[src/rtl/fdx_pkg.sv]
`timescale 1ns/1ps
package fdx_pkg;

    typedef enum logic [1:0] {
        ST_IDLE,
        ST_LOW,
        ST_HIGH,
        ST_FINISH
    } fdx_state_e;

    localparam logic [1:0] A_CTRL = 2'd0;
    localparam logic [1:0] A_STAT = 2'd1;
    localparam logic [1:0] A_TXD  = 2'd2;
    localparam logic [1:0] A_RXD  = 2'd3;

    localparam int B_TXE  = 0;
    localparam int B_RXF  = 1;
    localparam int B_OVR  = 2;
    localparam int B_TEND = 3;

    localparam int B_TXEN = 0;
    localparam int B_RXEN = 1;

endpackage

[src/rtl/fdx_half_timer.sv]
`timescale 1ns/1ps
module fdx_half_timer #(
    parameter int DIV_W = 4
) (
    input  logic             clk,
    input  logic             rst_n,
    input  logic             restart,
    input  logic [DIV_W-1:0] half_sel,
    output logic             tick
);

    logic [DIV_W-1:0] cnt_q;

    always_ff @(posedge clk) begin
        if (!rst_n) begin
            cnt_q <= '0;
        end else if (restart || cnt_q == '0) begin
            cnt_q <= half_sel;
        end else begin
            cnt_q <= cnt_q - 1'b1;
        end
    end

    assign tick = !restart && (cnt_q == '0);

endmodule

[src/rtl/fdx_shift_engine.sv]
`timescale 1ns/1ps
module fdx_shift_engine
    import fdx_pkg::*;
#(
    parameter int DATA_W = 8
) (
    input  logic              clk,
    input  logic              rst_n,
    input  logic              tx_en,
    input  logic              start_ok,
    input  logic [DATA_W-1:0] tdr_data,
    input  logic              miso,
    input  logic              tick,
    output logic              restart,
    output logic              load,
    output logic              done,
    output logic [DATA_W-1:0] rx_byte,
    output logic              sck,
    output logic              mosi
);

    localparam int CNT_W = (DATA_W > 1) ? $clog2(DATA_W) : 1;
    localparam logic [CNT_W-1:0] LAST = CNT_W'(DATA_W - 1);

    fdx_state_e state_q, state_d;
    logic [DATA_W-1:0] tx_sh_q;
    logic [DATA_W-1:0] rx_sh_q;
    logic [CNT_W-1:0]  bit_q;

    // state register
    always_ff @(posedge clk) begin
        if (!rst_n) begin
            state_q <= ST_IDLE;
        end else begin
            state_q <= state_d;
        end
    end

    // next state
    always_comb begin
        state_d = state_q;
        unique case (state_q)
            ST_IDLE:   if (tx_en && start_ok) state_d = ST_LOW;
            ST_LOW:    if (tick) state_d = ST_HIGH;
            ST_HIGH:   if (tick) state_d = (bit_q == LAST) ? ST_FINISH : ST_LOW;
            ST_FINISH: state_d = ST_IDLE;
        endcase
        if (!tx_en) state_d = ST_IDLE;
    end

    // outputs decoded from state
    always_comb begin
        load    = 1'b0;
        done    = 1'b0;
        sck     = 1'b0;
        restart = 1'b0;
        unique case (state_q)
            ST_IDLE: begin
                restart = 1'b1;
                load    = tx_en && start_ok;
            end
            ST_LOW:    restart = !tx_en;
            ST_HIGH: begin
                sck     = 1'b1;
                restart = !tx_en;
            end
            ST_FINISH: begin
                done    = 1'b1;
                restart = 1'b1;
            end
        endcase
    end

    // shift datapath
    always_ff @(posedge clk) begin
        if (!rst_n) begin
            tx_sh_q <= '0;
            rx_sh_q <= '0;
            bit_q   <= '0;
        end else if (!tx_en) begin
            bit_q <= '0;
        end else begin
            if (load) begin
                tx_sh_q <= tdr_data;
                bit_q   <= '0;
            end
            if (state_q == ST_LOW && tick) begin
                rx_sh_q <= {rx_sh_q[DATA_W-2:0], miso};
            end
            if (state_q == ST_HIGH && tick && bit_q != LAST) begin
                tx_sh_q <= tx_sh_q << 1;
                bit_q   <= bit_q + 1'b1;
            end
        end
    end

    assign mosi    = tx_sh_q[DATA_W-1];
    assign rx_byte = rx_sh_q;


    abort_idle_chk: assert property (@(posedge clk) disable iff (!rst_n)
        !tx_en |=> (state_q == ST_IDLE) && !sck);


    frame_len_chk: assert property (@(posedge clk) disable iff (!rst_n)
        done |-> bit_q == LAST);


    mosi_hold_chk: assert property (@(posedge clk) disable iff (!rst_n)
        sck && $past(sck) |-> $stable(mosi));

endmodule

[src/rtl/fdx_regs.sv]
`timescale 1ns/1ps
module fdx_regs
    import fdx_pkg::*;
#(
    parameter int DATA_W = 8,
    parameter int DIV_W  = 4
) (
    input  logic              clk,
    input  logic              rst_n,
    input  logic              wr_en,
    input  logic              rd_en,
    input  logic [1:0]        addr,
    input  logic [DATA_W-1:0] wdata,
    output logic [DATA_W-1:0] rdata,
    input  logic              load,
    input  logic              done,
    input  logic [DATA_W-1:0] rx_byte,
    output logic              tx_en,
    output logic [DIV_W-1:0]  half_sel,
    output logic              start_ok,
    output logic [DATA_W-1:0] tdr_out,
    output logic              irq
);

    localparam int DIV_LSB = DATA_W - DIV_W;

    logic [DATA_W-1:0] ctrl_q, tdr_q, rdr_q;
    logic tdr_full_q, rx_full_q, ovr_q, tend_q, irq_q;
    logic ctrl_wr, st_wr, tdr_wr, rd_clear, rx_en, accept, ovr_set;

    assign ctrl_wr  = wr_en && addr == A_CTRL;
    assign st_wr    = wr_en && addr == A_STAT;
    assign tdr_wr   = wr_en && addr == A_TXD;
    assign rd_clear = rd_en && addr == A_RXD;
    assign rx_en    = ctrl_q[B_RXEN];
    assign accept   = done && rx_en;
    assign ovr_set  = accept && rx_full_q && !rd_clear;

    always_ff @(posedge clk) begin
        if (!rst_n) begin
            ctrl_q     <= '0;
            tdr_q      <= '0;
            rdr_q      <= '0;
            tdr_full_q <= 1'b0;
            rx_full_q  <= 1'b0;
            ovr_q      <= 1'b0;
            tend_q     <= 1'b0;
            irq_q      <= 1'b0;
        end else begin
            irq_q <= 1'b0;
            if (ctrl_wr) ctrl_q <= wdata;
            if (tdr_wr)  tdr_q  <= wdata;

            if (tdr_wr)    tdr_full_q <= 1'b1;
            else if (load) tdr_full_q <= 1'b0;

            if (accept && !ovr_set) begin
                rdr_q     <= rx_byte;
                rx_full_q <= 1'b1;
                irq_q     <= 1'b1;
            end else if (rd_clear) begin
                rx_full_q <= 1'b0;
            end

            if (ovr_set)                     ovr_q <= 1'b1;
            else if (st_wr && !wdata[B_OVR]) ovr_q <= 1'b0;

            if (tdr_wr)                       tend_q <= 1'b0;
            else if (done && !tdr_full_q)     tend_q <= 1'b1;
            else if (st_wr && !wdata[B_TEND]) tend_q <= 1'b0;
        end
    end

    always_comb begin
        unique case (addr)
            A_CTRL: rdata = ctrl_q;
            A_STAT: rdata = {{(DATA_W-4){1'b0}}, tend_q, ovr_q, rx_full_q, ~tdr_full_q};
            A_TXD:  rdata = tdr_q;
            A_RXD:  rdata = rdr_q;
        endcase
    end

    assign tx_en    = ctrl_q[B_TXEN];
    assign half_sel = ctrl_q[DIV_LSB +: DIV_W];
    assign start_ok = tdr_full_q && !ovr_q;
    assign tdr_out  = tdr_q;
    assign irq      = irq_q;


    irq_full_chk: assert property (@(posedge clk) disable iff (!rst_n)
        irq_q |-> rx_full_q);


    tend_empty_chk: assert property (@(posedge clk) disable iff (!rst_n)
        tend_q |-> !tdr_full_q);


    ovr_keep_chk: assert property (@(posedge clk) disable iff (!rst_n)
        ovr_q |=> $stable(rdr_q));


    ovr_sticky_chk: assert property (@(posedge clk) disable iff (!rst_n)
        ovr_q && !st_wr |=> ovr_q);

endmodule

[src/rtl/fdx_serial_xcvr.sv]
`timescale 1ns/1ps
module fdx_serial_xcvr #(
    parameter int DATA_W = 8,
    parameter int DIV_W  = 4
) (
    input  logic              clk,
    input  logic              rst_n,
    input  logic              wr_en,
    input  logic              rd_en,
    input  logic [1:0]        addr,
    input  logic [DATA_W-1:0] wdata,
    output logic [DATA_W-1:0] rdata,
    output logic              sck,
    output logic              mosi,
    input  logic              miso,
    output logic              irq_rx
);

    logic tx_en, start_ok, load, done, restart, tick;
    logic [DIV_W-1:0]  half_sel;
    logic [DATA_W-1:0] tdr_data, rx_byte;

    fdx_regs #(.DATA_W(DATA_W), .DIV_W(DIV_W)) u_regs (
        .clk(clk), .rst_n(rst_n), .wr_en(wr_en), .rd_en(rd_en), .addr(addr),
        .wdata(wdata), .rdata(rdata), .load(load), .done(done), .rx_byte(rx_byte),
        .tx_en(tx_en), .half_sel(half_sel), .start_ok(start_ok),
        .tdr_out(tdr_data), .irq(irq_rx)
    );

    fdx_half_timer #(.DIV_W(DIV_W)) u_timer (
        .clk(clk), .rst_n(rst_n), .restart(restart), .half_sel(half_sel), .tick(tick)
    );

    fdx_shift_engine #(.DATA_W(DATA_W)) u_engine (
        .clk(clk), .rst_n(rst_n), .tx_en(tx_en), .start_ok(start_ok),
        .tdr_data(tdr_data), .miso(miso), .tick(tick), .restart(restart),
        .load(load), .done(done), .rx_byte(rx_byte), .sck(sck), .mosi(mosi)
    );


    load_gap_chk: assert property (@(posedge clk) disable iff (!rst_n)
        load |=> !load && !sck);

endmodule

[config.mk]
export PLATFORM = sky130hd
export DESIGN_NAME = fdx_serial_xcvr
export DESIGN_NICKNAME = d
export VERILOG_FILES = /design/src/rtl/fdx_pkg.sv /design/src/rtl/fdx_half_timer.sv /design/src/rtl/fdx_shift_engine.sv /design/src/rtl/fdx_regs.sv /design/src/rtl/fdx_serial_xcvr.sv
export SDC_FILE = /design/constraint.sdc
export NUM_CORES = 1
export LEC_CHECK = 0
export ABC_CLOCK_PERIOD_IN_PS = 5350
export CAP_MARGIN = 20
export CORE_MARGIN = 3
export CORE_UTILIZATION = 40
export DETAILED_ROUTE_END_ITERATION = 7
export PLACE_DENSITY = 0.57
export SYNTH_ARGS = -nofsm -noshare
export SYNTH_HDL_FRONTEND = slang
export SYNTH_SLANG_ARGS = --single-unit
[constraint.sdc]
create_clock -name clk -period 5.35 [get_ports clk]
set_clock_uncertainty 0.15 [all_clocks]
set_input_delay 0.535 -clock clk [delete_from_list [all_inputs] [get_ports clk]]
set_output_delay 0.535 -clock clk [all_outputs]
set_load 0.1 [all_outputs]
==> impl_metrics.ini, run 1 <==
[worst_hold_path]
worstHoldStart = u_engine.bit_q[1]$_SDFFE_PN0P_
worstHoldPathType = reg2reg

[floorplan]
die_h_um = 84.60
pin_count = 26
rows = 28
core_area_um2 = 5956
dieArea_um2 = 7157
start_util_pct = 41.49
die_w_um = 84.60

[grt]
grt.total_usage_pct = 16.04
grt_max_degree = 52
antenna_found_initial = 0
grt_pass1_wl_um = 9066
gr-total-overflow = 0
grt_pass1_vias = 1718

[clocking]
cts_max_level = 2
clk_path_buf_depth = 2
clk_pin_slew_ns = 0.09
cts_hold_buf = 0
cts.repair.resized = 0
cts_tree = yes
post-cts-setup-buffers = 0
cts_buffers = 5
cts_root_buf = clkbuf_8
cts.sinks = 54
clk_latency_ns = 0.31

[sta]
hold_violations = 0
finalCriticalPeriod_ns = 3.715
final.setup.tns_ns = 0
worstMarginPinSlew_ns = 0.9826
fin_ws_ns = 1.635
finalSetupViolCount = 0
fin_crit_sh_pct = 69.44
max_freq_ghz = 0.2692
relSlewSlack_pct = 34.29
rsz0062_at_grt = false
finalMaxSlewViolations = 0

[setup_path]
slowest_delay_ns = 1.14
critPathRequiredTime_ns = 4.66
crit_path_end_kind = primary output
worst-path-max-fanout = 12
reg2reg_from = u_engine.state_q[1]$_SDFFE_PN0P_
cp-startpoint = addr[1]
crit_top_cell = clkdlybuf4s50_1
slowest_stage = clkdlybuf4s50_1
worst-setup-path-type = in2out
crit_path_cell_trace = clkdlybuf4s50_1 -> nor2_1 -> a22o_1 -> clkdlybuf4s50_1
critPathLaunchType = primary input
cp.arrival_ns = 3.03
crit_family = buffers and inverters
cp.buffers_inverters = 2

[cells_and_area]
layout-area-overhead-vs-synth_pct = 16.15
multi_input_area_um2 = 1308
drive_above_1_share_pct = 8.240
regArea_um2 = 1081
fill_cells = 588
fin_nets = 288
finalNonFillerCells = 342
insertedDiodeCount = 0
stdcell_area_um2 = 2870

[yosys]
synth_xor_area_share_pct = 0.7089
synth_fp_nets = 269
synth_top_area_share_pct = 43.75
yosysWarnings = 0
netlist_instances = 247
ys_ff_latch = 54
yosys.area_share.simple_pct = 16.96
yosysUniqueCellTypes = 35
synthMuxAreaShare_pct = 18.43
yosys.area.top_type = dfxtp_1
synth.top_cells.by_area = dfxtp_1 44%, mux2i_1 13%, nor2b_1 6.1%
avgSynthCellArea_um2 = 10.00
netlist_area_um2 = 2471
synth_compound_area_share_pct = 13.27
synth_top_family_by_area = multiplexers
synth_fa_ha_area_share_pct = 3.544
seq_area_frac_synth_pct = 43.75

[drt]
postRouteAntennaNets = 0
vias_per_cell = 5.173
wirelength_um = 5479
wl_per_cell_um = 16.02
drc = 0
vias = 1769
dr.first_iter.drc_count = 95
firstDrtPassIters = 4

[place]
place_area_um2 = 2754
gp_congestion = 0.7657
dpl.hpwl_um = 3997
placedCellCount = 334
post-place-ws_ns = 1.678
placement.io_buffers = 25

[flow_run]
cap_violations = 0

[pwr]
power_density_nw_per_um2 = 264.6
comb_power_share_pct = 8.1
clkPwrFrac_pct = 37.6
power_frac_seq_pct = 54.3
p_sw_w = 0.0001833
power_switching_share_pct = 24.14
total_power_w = 0.0007595
internal_power_w = 0.0005762
p_leak_nw = 1.156
peakVddDrop_v = 0.0001346

[outcome]
outcome = finished clean
==> registers in the layout, summed over array words and instances (netlist names) <==
signal	cells
u_regs.ovr_q	1
u_regs.tdr_out	8
u_regs.rx_full_q	1
u_engine.bit_q	3
u_engine.tx_sh_q	8
u_regs.tdr_full_q	1
u_engine.rx_byte	8
u_timer.cnt_q	4
u_engine.state_q	2
u_regs.irq	1
u_regs.tend_q	1
u_regs.ctrl_q	8
u_regs.rdr_q	8
==> final cells by class <==
class | count | area share (%)
Multi-Input combinational cell | 173 | 45.55
Sequential cell | 54 | 37.66
Clock buffer | 5 | 2.398
Clock inverter | 3 | 1.656
Timing Repair Buffer | 25 | 8.544
Tap cell | 75 | 3.269
Inverter | 7 | 0.9154
==> cell usage in the layout, fill, tap and decap left out, drive strengths merged, types with 2 or more instances in the layout <==
cell type / Yosys / layout
a21oi: 12 / 12
o211a: 3 / 3
or2: 3 / 3
mux2i: 32 / 32
and2: 3 / 3
ha: 7 / 7
a22o: 5 / 5
a211oi: 2 / 2
nand3: 5 / 5
o21ai: 10 / 10
nand2: 28 / 28
nor2: 6 / 6
nand3b: 3 / 3
dfxtp: 54 / 54
a21boi: 10 / 10
inv: 7 / 9
nor2b: 24 / 24
clkbuf: 7 / 5
mux4: 4 / 4
clkdlybuf4s50: 0 / 24
mux2: 4 / 4
==> synth_stat cells <==
library cell and count:
dfxtp_1 54, mux2i_1 32, nand2_1 28, nor2b_1 24
a21oi_1 11, a21boi_0 10, o21ai_0 10, clkbuf_1 7
ha_1 7, inv_1 7, buf_2 6, nor2_1 6
a22o_1 5, nand3_1 5, mux2_2 4, mux4_2 4
and2_1 3, nand3b_1 3, o211a_1 3, a211oi_1 2
or2_0 2, a21o_1 1, a21oi_4 1, a31oi_1 1
nand4_2 1, nand4b_1 1, nand4bb_1 1, nor3_1 1
nor3b_4 1, o2111ai_1 1, o221a_2 1, o41ai_1 1
or2_2 1, xnor2_1 1, xor2_1 1
==> metrics by stage <==
step	hold WS, ns	util (%)
floorplan	0.2905	-
CTS	0.3332	48.19
global route	0.3512	48.19
detailed placement	0.3191	46.24
finish	0.3287	48.19
global placement	0.3077	46.24
==> worst paths after layout <==
| check | depth (start not counted) | end | slack (ns) |
|---|---|---|---|
| setup / recovery | 4 | rdata[5] | 1.64 |
| hold / removal | 2 | u_engine.bit_q[1]$_SDFFE_PN0P_ | 0.33 |
| setup reg to reg | 6 | u_engine.bit_q[0]$_SDFFE_PN0P_ | 2.74 |
| hold reg to reg | 2 | u_engine.bit_q[1]$_SDFFE_PN0P_ | 0.33 |
==> worst min-delay path: stages, from the launching register on <==
cell and delay (ns):
dfxtp_1 0.33, nand3_1 0.06, a21oi_1 0.05
==> metal layers <==
metal  routed length [um]  vias up  GRT usage [%]
li1                     -      901              -
met1                 2705      838          21.81
met2                 2579       24          26.12
met3                  125        6          2.846
met4                   68        0          4.604
met5                    0        -              0
==> cell families (layout without fill, tap and decap cells) <==
family / Yosys count / after routing
buffers and inverters: 20 / 40
AND/OR/NAND/NOR: 77 / 77
multiplexers: 40 / 40
AO/OA/AOI/OAI: 47 / 47
XOR/XNOR: 2 / 2
adder cells (fa/ha/maj): 7 / 7
flip-flops: 54 / 54
==> power groups by stage <==
stage | registers, W | clock network, W | logic [W]
final | 0.000412 | 0.000286 | 0.0000615
after floorplan | 0.000419 | 0 | 0.0000422
after CTS | 0.000412 | 0.000296 | 0.0000622
after detailed placement | 0.000422 | 0 | 0.0000620
after global placement | 0.000422 | 0 | 0.0000616
after global routing | 0.000413 | 0.000311 | 0.0000659
Power figures use the tool's default switching activity.
==> inputs of run 2 (changes only) <==
ABC_CLOCK_PERIOD_IN_PS = 3800   (was 5350)
clock period = 3.8 ns   (was 5.35 ns; I/O delays follow)
==> impl_metrics.ini, run 2 (synthesis results as in run 1) <==
[sta]
rsz0062_at_grt = false
worstMarginPinSlew_ns = 0.9977
finalMaxSlewViolations = 0
finalSetupViolCount = 0
hold_violations = 0
fin_crit_sh_pct = 71.38
final.setup.tns_ns = 0
relSlewSlack_pct = 33.28
finalCriticalPeriod_ns = 2.713
max_freq_ghz = 0.3687

[flow_run]
cap_violations = 0

[worst_hold_path]
min_to = u_regs.ctrl_q[2]$_SDFFE_PN0P_
worstHoldStart = u_regs.ctrl_q[2]$_SDFFE_PN0P_
worstHoldPathType = reg2reg
hold_path_depth = 2

[floorplan]
die_h_um = 84.60
rows = 28
die_w_um = 84.60
start_util_pct = 41.49
pin_count = 26
core_area_um2 = 5956
dieArea_um2 = 7157

[clocking]
cts_hold_buf = 0
cts_tree = yes
clk_pin_slew_ns = 0.11
clk_latency_ns = 0.31
post-cts-setup-buffers = 0
cts.sinks = 54
cts_buffers = 5
cts_max_level = 2
clk_path_buf_depth = 2
cts_root_buf = clkbuf_8
cts.repair.resized = 0

[pwr]
p_leak_nw = 1.166
power_frac_seq_pct = 58.2
power_switching_share_pct = 25.43
power_density_nw_per_um2 = 350.9
comb_power_share_pct = 8.7
peakVddDrop_v = 0.0001818
p_sw_w = 0.0002535
clkPwrFrac_pct = 33.2
internal_power_w = 0.0007435

[cells_and_area]
drive_above_1_share_pct = 11.19
layout_commonest_cell = dfxtp_1
layout.cells.most_common_list = 54 x dfxtp_1, 32 x mux2i_1, 28 x nand2_1
layout-area-overhead-vs-synth_pct = 14.99
stdcell_area_um2 = 2841
insertedDiodeCount = 0
fin_nets = 289

[place]
placement.io_buffers = 25
gp_congestion = 0.7777
dpl.hpwl_um = 3780
place_area_um2 = 2746

[drt]
vias_per_cell = 5.099
postRouteAntennaNets = 0
route.met2.wl_um = 2393
route.top_layer_used = met4
drc = 0
vias = 1749
wirelength_um = 5224
met1_length_um = 2600
firstDrtPassIters = 4
wl_met3_um = 176
dr.first_iter.drc_count = 56
wl_per_cell_um = 15.23

[outcome]
outcome = finished clean

[setup_path]
cp-startpoint = u_engine.state_q[0]$_SDFFE_PN0P_
crit_path_end_kind = primary output
worst-path-max-fanout = 5
cp.arrival_ns = 2.18
critPathLaunchType = flip-flop
reg2reg_slack_ns = 1.24
critPathRequiredTime_ns = 3.27
ff2ff_path_depth = 6
r2r-end = u_engine.bit_q[0]$_SDFFE_PN0P_
reg2reg_from = u_engine.state_q[1]$_SDFFE_PN0P_
worst-setup-path-type = reg2out

[grt]
grt.total_usage_pct = 15.31
grt_pass1_wl_um = 8631
grt_pass1_vias = 1643
grt_max_degree = 52
gr-total-overflow = 0
antenna_found_initial = 0
run 2: metal layers:
| metal | global-route usage [%] | vias up |
|---|---|---|
| met4 | 3.885 | 0 |
| met1 | 21.14 | 815 |
| met5 | 0 | - |
| met3 | 3.925 | 5 |
| met2 | 23.91 | 29 |
| li1 | - | 900 |
run 2: worst max path at each step:
stage | end | slack, ns | depth (start not counted)
floorplan | u_engine.bit_q[1]$_SDFFE_PN0P_ | 1.60 | 6
CTS | sck | 1.06 | 3
detailed placement | u_engine.bit_q[0]$_SDFFE_PN0P_ | 1.24 | 6
finish | sck | 1.09 | 3
global placement | rdata[5] | 1.27 | 4
global route | u_engine.bit_q[0]$_SDFFE_PN0P_ | 0.99 | 6
run 2: power by group through the flow:
stage / registers (W) / clock network (W) / logic, W
after floorplan: 0.000590 / 0 / 0.0000594
after global routing: 0.000581 / 0.000365 / 0.0000933
after detailed placement: 0.000593 / 0 / 0.0000871
after CTS: 0.000580 / 0.000344 / 0.0000875
final: 0.000580 / 0.000331 / 0.0000866
after global placement: 0.000593 / 0 / 0.0000872
run 2: through the flow:
step / utilization, % / worst slack, ns / hold slack [ns] / total power [W] / instances
floorplan: - / 1.599 / 0.2905 / 0.0006490 / 247
global placement: 46.11 / 1.268 / 0.3057 / 0.0006801 / 335
detailed placement: 46.11 / 1.237 / 0.3129 / 0.0006799 / 335
CTS: 47.71 / 1.063 / 0.3290 / 0.001012 / 343
global route: 47.71 / 0.9907 / 0.3542 / 0.001040 / 343
finish: 47.71 / 1.087 / 0.3294 / 0.0009971 / 343
run 2: critical path, stage by stage (launching register included):
cell and delay [ns]:
dfxtp_1 0.34, inv_1 0.12, ha_1 0.26, clkdlybuf4s50_1 1.16
run 2: area by class of cell:
class	count	area [um2]
Clock buffer	5	68.82
Clock inverter	3	26.28
Fill cell	578	3114
Inverter	7	26.28
Multi-Input combinational cell	173	1308
Sequential cell	54	1081
Tap cell	75	93.84
Timing Repair Buffer	26	237.7
==> inputs of run 3 (changes only) <==
ABC_CLOCK_PERIOD_IN_PS = 2200   (was 3800)
PLACE_DENSITY = 0.59   (was 0.57)
clock period = 2.2 ns   (was 3.8 ns; I/O delays follow)
==> impl_metrics.ini, run 3 (synthesis results as in run 1) <==
[sta]
relSlewSlack_pct = 70.49
fin_ws_ns = 0.1682
max_freq_ghz = 0.4922
worstMarginPinSlew_ns = 0.4426
finalSetupViolCount = 0
fin_crit_sh_pct = 92.36
rsz0062_at_grt = false
finalMaxSlewViolations = 0
hold_violations = 0
finalCriticalPeriod_ns = 2.032
final.setup.tns_ns = 0

[setup_path]
slowest_delay_ns = 0.41
worst-setup-path-type = reg2reg
critPathLaunchType = flip-flop
cp.buffers_inverters = 2
reg2reg_from = u_engine.state_q[1]$_SDFFE_PN0P_
cp.arrival_ns = 2.08
crit_path_cell_trace = inv_1 -> ha_1 -> nand2_1 -> nand4bb_2 -> buf_4 -> o21ai_0 -> a21oi_1
critPathRequiredTime_ns = 2.25
slowest_stage = dfxtp_1
cp-startpoint = u_engine.state_q[1]$_SDFFE_PN0P_
crit_family = simple AND/OR/NAND/NOR gates
worst-path-max-fanout = 15
crit_path_end_kind = flip-flop

[cells_and_area]
insertedDiodeCount = 0
fin_nets = 296
drive_above_1_share_pct = 14.91
layout-area-overhead-vs-synth_pct = 23.29
layout.cells.most_common_list = 54 x dfxtp_1, 32 x mux2i_1, 28 x nand2_1
layout_commonest_cell = dfxtp_1
finalNonFillerCells = 350

[floorplan]
core_area_um2 = 5956
pin_count = 26
die_h_um = 84.60
die_w_um = 84.60
rows = 28
start_util_pct = 41.49
dieArea_um2 = 7157

[place]
dpl.hpwl_um = 4016
post-place-ws_ns = 0.1273
placedCellCount = 342
placement.io_buffers = 25
gp_congestion = 0.7990

[grt]
grt_pass1_vias = 1697
use_met1_pct = 23.22
grt_util_met3_pct = 4.024
grt_use_met2_pct = 23.99
top_usage_layer = met2
grt_max_degree = 51
grt.total_usage_pct = 16.04
grt_pass1_wl_um = 9011
gr-total-overflow = 0
antenna_found_initial = 0

[drt]
postRouteAntennaNets = 0
wirelength_um = 5443
firstDrtPassIters = 4
vias_per_cell = 5.049
vias = 1767
wl_per_cell_um = 15.55
drc = 0
dr.first_iter.drc_count = 92

[clocking]
clk_pin_slew_ns = 0.10
cts_hold_buf = 0
post-cts-setup-buffers = 0
cts.sinks = 54
cts_root_buf = clkbuf_8
clk_path_buf_depth = 2
clk_latency_ns = 0.31
cts_tree = yes
cts_buffers = 5
cts_max_level = 2

[pwr]
p_leak_nw = 1.240
power_density_nw_per_um2 = 606.1
peakVddDrop_v = 0.0002987

[flow_run]
cap_violations = 0

[outcome]
outcome = finished clean

[worst_hold_path]
worstHoldStart = u_engine.bit_q[2]$_SDFFE_PN0P_
worstHoldPathType = reg2reg
## run 3: cell types whose count changed in the layout (fill, tap and decap cells not counted)
| cell | delta |
|---|---|
| buf_12 | +11 |
| clkdlybuf4s50_1 | -3 |
| clkinv_4 | -3 |
| buf_4 | -1 |
| bufinv_16 | +1 |
| clkbuf_1 | +1 |
| clkinvlp_4 | +1 |
| ha_1 | -1 |
| ha_2 | +1 |
| nand4bb_1 | -1 |
| nand4bb_2 | +1 |
## run 3: path summary, 6_finish.rpt
check,slack (ns),endpoint,depth (start not counted)
setup / recovery,0.17,u_engine.tx_sh_q[1]$_SDFFE_PN0P_,7
hold / removal,0.33,u_engine.bit_q[2]$_SDFFE_PN0P_,2
setup reg to reg,0.17,u_engine.tx_sh_q[1]$_SDFFE_PN0P_,7
hold reg to reg,0.33,u_engine.bit_q[2]$_SDFFE_PN0P_,2
## run 3: what timing repair did
item / in CTS / in global routing
endpoints found under the hold margin: 0 / 0
setup endpoints to repair: 0 / 7
gates resized for setup: 0 / 1
## run 3: routing by layer
layer  vias to the layer above  routed length (um)
met5                         -                   0
met1                       815                2721
met3                         2                 244
li1                        913                   -
met4                         0                  29
met2                        37                2447
## run 3: cell type report
cell class / instances / area, um2
repair buffers: 33 / 420.4
fillers: 562 / 2909
clock buffers: 6 / 72.57
clock inverters: 2 / 37.54
flip-flops and latches: 54 / 1081
multi-input cells: 173 / 1315
well taps: 75 / 93.84
inverters: 7 / 26.28
## run 3: per-stage QoR
| step | area, um2 | total power (W) | util (%) | hold slack [ns] |
|---|---|---|---|---|
| 2_1_floorplan | 2474 | 0.001121 | - | 0.2149 |
| 3_3_place_gp | 2932 | 0.001197 | 49.22 | 0.3094 |
| 3_5_place_dp | 2932 | 0.001197 | 49.22 | 0.3186 |
| 4_1_cts | 3042 | 0.001869 | 51.07 | 0.3331 |
| 5_1_grt | 3047 | 0.001921 | 51.16 | 0.3626 |
| 6_report | 3047 | 0.001847 | 51.16 | 0.3291 |
## run 3: tightest hold or removal path, stage by stage (launching register included)
cell	delay [ns]
dfxtp_1	0.32
nand3_1	0.06
a21oi_1	0.06
## run 3: power by group
| part | switching [W] | total [W] | internal [W] |
|---|---|---|---|
| registers | 0.0000134 | 0.00100 | 0.000989 |
| logic | 0.0000905 | 0.000172 | 0.0000812 |
| clock network | 0.000332 | 0.000672 | 0.000340 |
